$ cat config.mk
export PLATFORM = sky130hd
export DESIGN_NAME = exc_ctrl
export DESIGN_NICKNAME = d
export VERILOG_FILES = /design/src/rtl/exc_pkg.sv /design/src/rtl/exc_prio.sv /design/src/rtl/exc_irq.sv /design/src/rtl/exc_trap_regs.sv /design/src/rtl/exc_ctrl.sv
export SDC_FILE = /design/constraint.sdc
export NUM_CORES = 1
export LEC_CHECK = 0
export CAP_MARGIN = 15
export CORE_MARGIN = 1.5
export CORE_UTILIZATION = 40
export DETAILED_ROUTE_END_ITERATION = 16
export HOLD_SLACK_MARGIN = 0.02
export PLACE_DENSITY = 0.94
export SYNTH_ARGS = -nofsm -noshare
export SYNTH_HDL_FRONTEND = slang
export SYNTH_SLANG_ARGS = --single-unit
$ cat constraint.sdc
create_clock -name clk -period 4.9 [get_ports clk]
set_clock_uncertainty 0.2 [all_clocks]
set_input_delay 0.735 -clock clk [delete_from_list [all_inputs] [get_ports clk]]
set_output_delay 0.735 -clock clk [all_outputs]
set_load 0.02 [all_outputs]
$ cat src/rtl/exc_pkg.sv
package exc_pkg;
  localparam int unsigned NSTG_DEF = 4;
  localparam int unsigned XLEN_DEF = 32;
  localparam int unsigned CW_DEF   = 5;
  typedef enum logic [1:0] {
    STG_FETCH  = 2'd0,
    STG_DECODE = 2'd1,
    STG_EXEC   = 2'd2,
    STG_MEMORY = 2'd3
  } stage_e;
endpackage

$ cat src/rtl/exc_prio.sv
module exc_prio #(
  parameter int unsigned NSTG      = 4,
  parameter int unsigned XLEN      = 32,
  parameter int unsigned CW        = 5,
  parameter logic [CW-1:0] IRQ_CAUSE = '0
) (
  input  logic [NSTG-1:0]      flag,
  input  logic [NSTG*CW-1:0]   cause_flat,
  input  logic [NSTG*XLEN-1:0] pc_flat,
  input  logic                 irq_fire,
  output logic                 take,
  output logic [XLEN-1:0]      sel_pc,
  output logic [CW-1:0]        sel_cause,
  output logic [NSTG-1:0]      kill
);
  localparam int unsigned SW = (NSTG > 1) ? $clog2(NSTG) : 1;
  localparam logic [SW-1:0] OLDEST = SW'(NSTG - 1);

  logic [SW-1:0] vic;

  // Scan from youngest to oldest so the oldest faulting stage overrides.
  always_comb begin
    take      = 1'b0;
    vic       = '0;
    sel_pc    = '0;
    sel_cause = '0;
    for (int i = 0; i < int'(NSTG); i++) begin
      if (flag[i]) begin
        take      = 1'b1;
        vic       = SW'(i);
        sel_pc    = pc_flat[i*XLEN +: XLEN];
        sel_cause = cause_flat[i*CW +: CW];
      end
    end
    if (irq_fire) begin
      take      = 1'b1;
      vic       = OLDEST;
      sel_pc    = pc_flat[(NSTG-1)*XLEN +: XLEN];
      sel_cause = IRQ_CAUSE;
    end
  end

  for (genvar j = 0; j < NSTG; j++) begin : g_kill
    localparam logic [SW-1:0] JIDX = SW'(j);
    assign kill[j] = take && (JIDX <= vic);
  end
endmodule

$ cat src/rtl/exc_irq.sv
module exc_irq (
  input  logic clk,
  input  logic rst_n,
  input  logic irq_req,
  input  logic mem_valid,
  input  logic mem_fault,
  output logic fire,
  output logic pend
);
  logic pend_n;
  logic active;

  assign active = irq_req || pend;
  assign fire   = active && mem_valid && !mem_fault;

  always_comb begin
    pend_n = active && !fire;
  end

  always_ff @(posedge clk or negedge rst_n) begin
    if (!rst_n) pend <= 1'b0;
    else        pend <= pend_n;
  end

  AST_PEND_HOLD: assert property (@(posedge clk) disable iff (!rst_n)
    (pend && !mem_valid) |=> pend);
endmodule

$ cat src/rtl/exc_trap_regs.sv
module exc_trap_regs #(
  parameter int unsigned XLEN = 32,
  parameter int unsigned CW   = 5
) (
  input  logic            clk,
  input  logic            rst_n,
  input  logic            load,
  input  logic [XLEN-1:0] pc_in,
  input  logic [CW-1:0]   cause_in,
  output logic [XLEN-1:0] epc,
  output logic [CW-1:0]   cause
);
  logic [XLEN-1:0] epc_n;
  logic [CW-1:0]   cause_n;

  always_comb begin
    epc_n   = epc;
    cause_n = cause;
    if (load) begin
      epc_n   = pc_in;
      cause_n = cause_in;
    end
  end

  always_ff @(posedge clk or negedge rst_n) begin
    if (!rst_n) begin
      epc   <= '0;
      cause <= '0;
    end else begin
      epc   <= epc_n;
      cause <= cause_n;
    end
  end

  AST_TRAP_HOLD: assert property (@(posedge clk) disable iff (!rst_n)
    !load |=> ($stable(epc) && $stable(cause)));
endmodule

$ cat src/rtl/exc_ctrl.sv
module exc_ctrl #(
  parameter int unsigned NSTG = exc_pkg::NSTG_DEF,
  parameter int unsigned XLEN = exc_pkg::XLEN_DEF,
  parameter int unsigned CW   = exc_pkg::CW_DEF,
  parameter logic [XLEN-1:0] HANDLER_PC = XLEN'(32'h8000_0180),
  parameter logic [CW-1:0]   IRQ_CAUSE  = '0
) (
  input  logic                 clk,
  input  logic                 rst_n,
  input  logic [NSTG-1:0]      stage_exc,
  input  logic [NSTG*CW-1:0]   stage_cause,
  input  logic [NSTG*XLEN-1:0] stage_pc,
  input  logic                 mem_valid,
  input  logic                 irq_req,
  output logic                 take,
  output logic [NSTG-1:0]      squash,
  output logic [XLEN-1:0]      redirect_pc,
  output logic [XLEN-1:0]      trap_epc,
  output logic [CW-1:0]        trap_cause
);
  logic            irq_fire;
  logic            irq_pend;
  logic [XLEN-1:0] vic_pc;
  logic [CW-1:0]   vic_cause;

  exc_irq i_irq (
    .clk       (clk),
    .rst_n     (rst_n),
    .irq_req   (irq_req),
    .mem_valid (mem_valid),
    .mem_fault (stage_exc[NSTG-1]),
    .fire      (irq_fire),
    .pend      (irq_pend)
  );

  exc_prio #(.NSTG(NSTG), .XLEN(XLEN), .CW(CW), .IRQ_CAUSE(IRQ_CAUSE)) i_prio (
    .flag       (stage_exc),
    .cause_flat (stage_cause),
    .pc_flat    (stage_pc),
    .irq_fire   (irq_fire),
    .take       (take),
    .sel_pc     (vic_pc),
    .sel_cause  (vic_cause),
    .kill       (squash)
  );

  exc_trap_regs #(.XLEN(XLEN), .CW(CW)) i_regs (
    .clk      (clk),
    .rst_n    (rst_n),
    .load     (take),
    .pc_in    (vic_pc),
    .cause_in (vic_cause),
    .epc      (trap_epc),
    .cause    (trap_cause)
  );

  assign redirect_pc = HANDLER_PC;

  for (genvar j = 1; j < NSTG; j++) begin : g_chk
    AST_SQUASH_CONTIG: assert property (@(posedge clk) disable iff (!rst_n)
      squash[j] |-> squash[j-1]);
  end

  AST_VICTIM_FLUSHED: assert property (@(posedge clk) disable iff (!rst_n)
    take |-> squash[0]);
  AST_MEM_FAULT_KILL: assert property (@(posedge clk) disable iff (!rst_n)
    stage_exc[NSTG-1] |-> (take && squash[NSTG-1]));
  AST_IDLE_QUIET: assert property (@(posedge clk) disable iff (!rst_n)
    (stage_exc == '0 && !irq_req && !irq_pend) |-> (!take && squash == '0));
endmodule

==> PnR_summary.wiki <==
{| class="wikitable"
! Metric !! Value
|-
| PortBufs || 197
|-
| Setup repair after global routing missed its margin || no
|-
| Number of top-level pins || 230
|-
| Maximum operating frequency || 265 MHz
|-
| Final clock period utilization by the worst path || 0.770
|-
| Worst Reg2Reg Path Length in Cells || 4
|-
| Buffer type at the clock tree root || sky130_fd_sc_hd__clkbuf_8
|-
| Clk_lat worst skew || 0.28 ns
|-
| Die height || 95.7 um
|-
| Cell area after synthesis || 0.00344 sq mm
|-
| WP data required || 3.96 ns
|-
| Sw Ratio || 0.328
|-
| #FFs+latches synth || 38
|-
| Slew headroom || 0.232
|-
| Post-Route Setup TNS || 0 ns
|-
| Final Hold Violating Endpoints || 0
|-
| Placeable core area || 0.00826 sq mm
|-
| Max-cap viol count || 0
|-
| Leakage || 2.08 nW
|-
| Hold Worst Slack || 0.376 ns
|-
| Number of CTS-inserted buffers || 5
|-
| Setup Crit Path Kind || primary input to primary output
|-
| Leading cell type in the layout, fill and taps excluded || sky130_fd_sc_hd__clkdlybuf4s50_1
|-
| Status || finished clean
|-
| Biggest fanout along the worst timing path || 39
|-
| Area growth, synth to finish || 51.7%
|-
| Starting density of the core || 0.416
|-
| CTS tree || yes
|-
| Average instance area after synthesis || 10.0 sq um
|-
| Synthesized netlist cell count || 342
|-
| Horizontal die dimension || 95.7 um
|-
| Half-perimeter wire length after placement || 7680 um
|-
| GRT Total Usage || 0.219
|-
| Fraction of final layout cells with drive strength greater than 1 || 0.149
|-
| First-pass GRT wire length || 15,600 um
|-
| Slowest cell on crit path || sky130_fd_sc_hd__clkdlybuf4s50_1
|-
| CTS H-tree lvls || 2
|-
| Routed wire length per instance || 17.2 um
|-
| CTS max path bufs || 2
|-
| Critical path's most frequent cell || sky130_fd_sc_hd__clkdlybuf4s50_1
|-
| Detailed Route WL || 10,600 um
|-
| Clock transition at the registers of the reported paths || 0.07 ns
|-
| Switching power || 0.337 mW
|-
| Final core area utilization || 0.631
|-
| Number of antenna violations at the first check in global routing || 0
|-
| Via count || 3,282
|-
| Filler cell count in the final layout || 674
|-
| Detailed-route DRC error count || 0
|-
| Tightest Hold Check Type || primary input to async pin
|-
| Length of the first detailed-routing pass in iterations || 4
|-
| Relative contribution of the clock network to total power || 0.200
|-
| Ys Warns || 0
|-
| Final Max Slew Viols || 0
|-
| Vias/cell || 5.34
|-
| Peak VDD IR || 95.9 uV
|-
| Most used cells in the layout excluding fill and tap cells || sky130_fd_sc_hd__clkdlybuf4s50_1, sky130_fd_sc_hd__a21oi_1, sky130_fd_sc_hd__dfrtp_1
|-
| Residual antenna-violating net count after detailed routing || 0
|-
| Final-stage net count || 666
|-
| Max incr delay on CP || 0.61 ns
|-
| Post CTS Setup Buffer Count || 0
|-
| Quantity of hold-fixing buffers added after cts || 0
|-
| Power density of the placed cells || 197 mW/mm^2
|-
| Violation count after the first detailed-routing iteration || 88
|-
| Sink Count || 38
|-
| Arrival @ worst endpoint || 2.84 ns
|-
| Share of synthesized area occupied by flip-flops and latches || 0.277
|-
| Largest net degree at the start of global routing || 77
|-
| Die area || 0.00916 sq mm
|-
| Grt total ovfl || 0
|-
| Combinational share of power || 0.445
|-
| Internal power || 0.692 mW
|-
| Nature of the critical path startpoint || primary input
|-
| Number of global-route vias before repair || 3,161
|-
| Core Rows || 33
|-
| Critical Path, Cell by Cell || clkdlybuf4s50_1, o21a_4, nor2_4, nand2_1, clkdlybuf4s50_1
|-
| Final min period || 3.78 ns
|-
| Total Power || 1.03 mW
|-
| Post-route non-filler standard cell count || 615
|-
| Setup-violating endpoint count in the final report || 0
|-
| Post-placement cell count || 608
|-
| Post-CTS resize count || 0
|-
| Measured slew at the worst slew-check pin || 1.15 ns
|-
| Nature of the critical path endpoint || primary output
|-
| Weighted congestion at the end of routability-driven global placement || 0.765
|-
| Antenna cell count || 0
|-
| Distinct cell type count of the synthesized netlist || 25
|-
| Portion of total power attributed to sequential cells || 0.355
|}
-- cell families (layout without fill, tap and decap cells) --
logic type / after synthesis / count (layout) / synth area share
DFF: 38 / 38 / 0.277
and+or+nand+nor: 53 / 53 / 0.119
other: 2 / 32 / 0.00219
AOI/OAI and AO/OA: 145 / 145 / 0.411
buffers and inverters: 104 / 242 / 0.191
-- worst max-delay path: cells and delay by family --
family                 cells  cell delay [ns]
and+or+nand+nor            2             0.38
buffers and inverters      2             1.12
AOI/OAI and AO/OA          1             0.58
-- Yosys cell counts --
master / instances / area share
sky130_fd_sc_hd__buf_4: 47 / 0.10
sky130_fd_sc_hd__a21oi_1: 43 / 0.063
sky130_fd_sc_hd__dfrtp_1: 38 / 0.28
sky130_fd_sc_hd__nand3b_1: 37 / 0.081
sky130_fd_sc_hd__inv_1: 34 / 0.037
sky130_fd_sc_hd__a22o_1: 32 / 0.082
sky130_fd_sc_hd__a211oi_2: 30 / 0.11
sky130_fd_sc_hd__a2bb2oi_2: 29 / 0.13
sky130_fd_sc_hd__buf_2: 11 / 0.016
sky130_fd_sc_hd__buf_6: 10 / 0.033
sky130_fd_sc_hd__a221o_1: 5 / 0.015
sky130_fd_sc_hd__nor2b_1: 5 / 0.0091
sky130_fd_sc_hd__and4bb_1: 4 / 0.015
sky130_fd_sc_hd__a2bb2oi_1: 3 / 0.0076
sky130_fd_sc_hd__a211oi_1: 2 / 0.0044
sky130_fd_sc_hd__clkbuf_1: 2 / 0.0022
sky130_fd_sc_hd__conb_1: 2 / 0.0022
sky130_fd_sc_hd__nand2_1: 1 / 0.0011
sky130_fd_sc_hd__nor2_1: 1 / 0.0011
sky130_fd_sc_hd__nor2_4: 1 / 0.0033
sky130_fd_sc_hd__nor3_2: 1 / 0.0029
sky130_fd_sc_hd__nor4bb_1: 1 / 0.0029
sky130_fd_sc_hd__o21a_4: 1 / 0.0044
sky130_fd_sc_hd__or2_1: 1 / 0.0018
sky130_fd_sc_hd__or3_1: 1 / 0.0018
-- power by group through the flow --
stage               registers [mW]  logic (mW)  clock network (mW)
finish                       0.365       0.458               0.205
global route                 0.369       0.486               0.230
CTS                          0.365       0.460               0.211
detailed placement           0.372       0.459                   0
global placement             0.369       0.447                   0
floorplan                    0.408       0.225                   0
-- sequential cells by signal (all words and copies together), names as in the netlist --
register      count
i_regs.cause      5
i_regs.epc       32
i_irq.pend        1
-- per-layer routing --
layer / track usage / vias to the layer above / wire length (um)
met1: 0.248 / 1587 / 4160
met3: 0.0506 / 12 / 760
met4: 0.0551 / 0 / 159
met2: 0.408 / 151 / 5520
met5: 0 / - / 0
li1: - / 1532 / -
-- metrics by stage --
stage / cell area, sq um / worst slack [ns]
5_1_grt: 5210 / 1.03
4_1_cts: 5210 / 1.13
2_1_floorplan: 3550 / 2.28
6_report: 5210 / 1.12
3_5_place_dp: 5140 / 1.14
3_3_place_gp: 5140 / 1.20
-- worst paths after layout --
| path | startpoint | to | slack [ns] |
|---|---|---|---|
| hold reg to reg | i_regs.epc[4] | i_regs.epc[4] | 0.38 |
| setup reg to reg | i_irq.pend | i_regs.epc[22] | 2.65 |
| max in group asynchronous | rst_n | i_regs.epc[8] | 3.53 |
| min in group clk | i_regs.epc[4] | i_regs.epc[4] | 0.38 |
| setup / recovery | mem_valid | take | 1.12 |
| hold / removal | rst_n | i_regs.epc[7] | 0.38 |
-- area by class of cell --
class | instances | area (sq um) | share of cell area
inverters | 34 | 128 | 0.0245
flip-flops and latches | 38 | 951 | 0.182
clock buffers | 7 | 76.3 | 0.0146
repair buffers | 201 | 1980 | 0.379
well taps | 105 | 131 | 0.0252
multi-input cells | 230 | 1950 | 0.374
(Power assumes the default switching activity.)
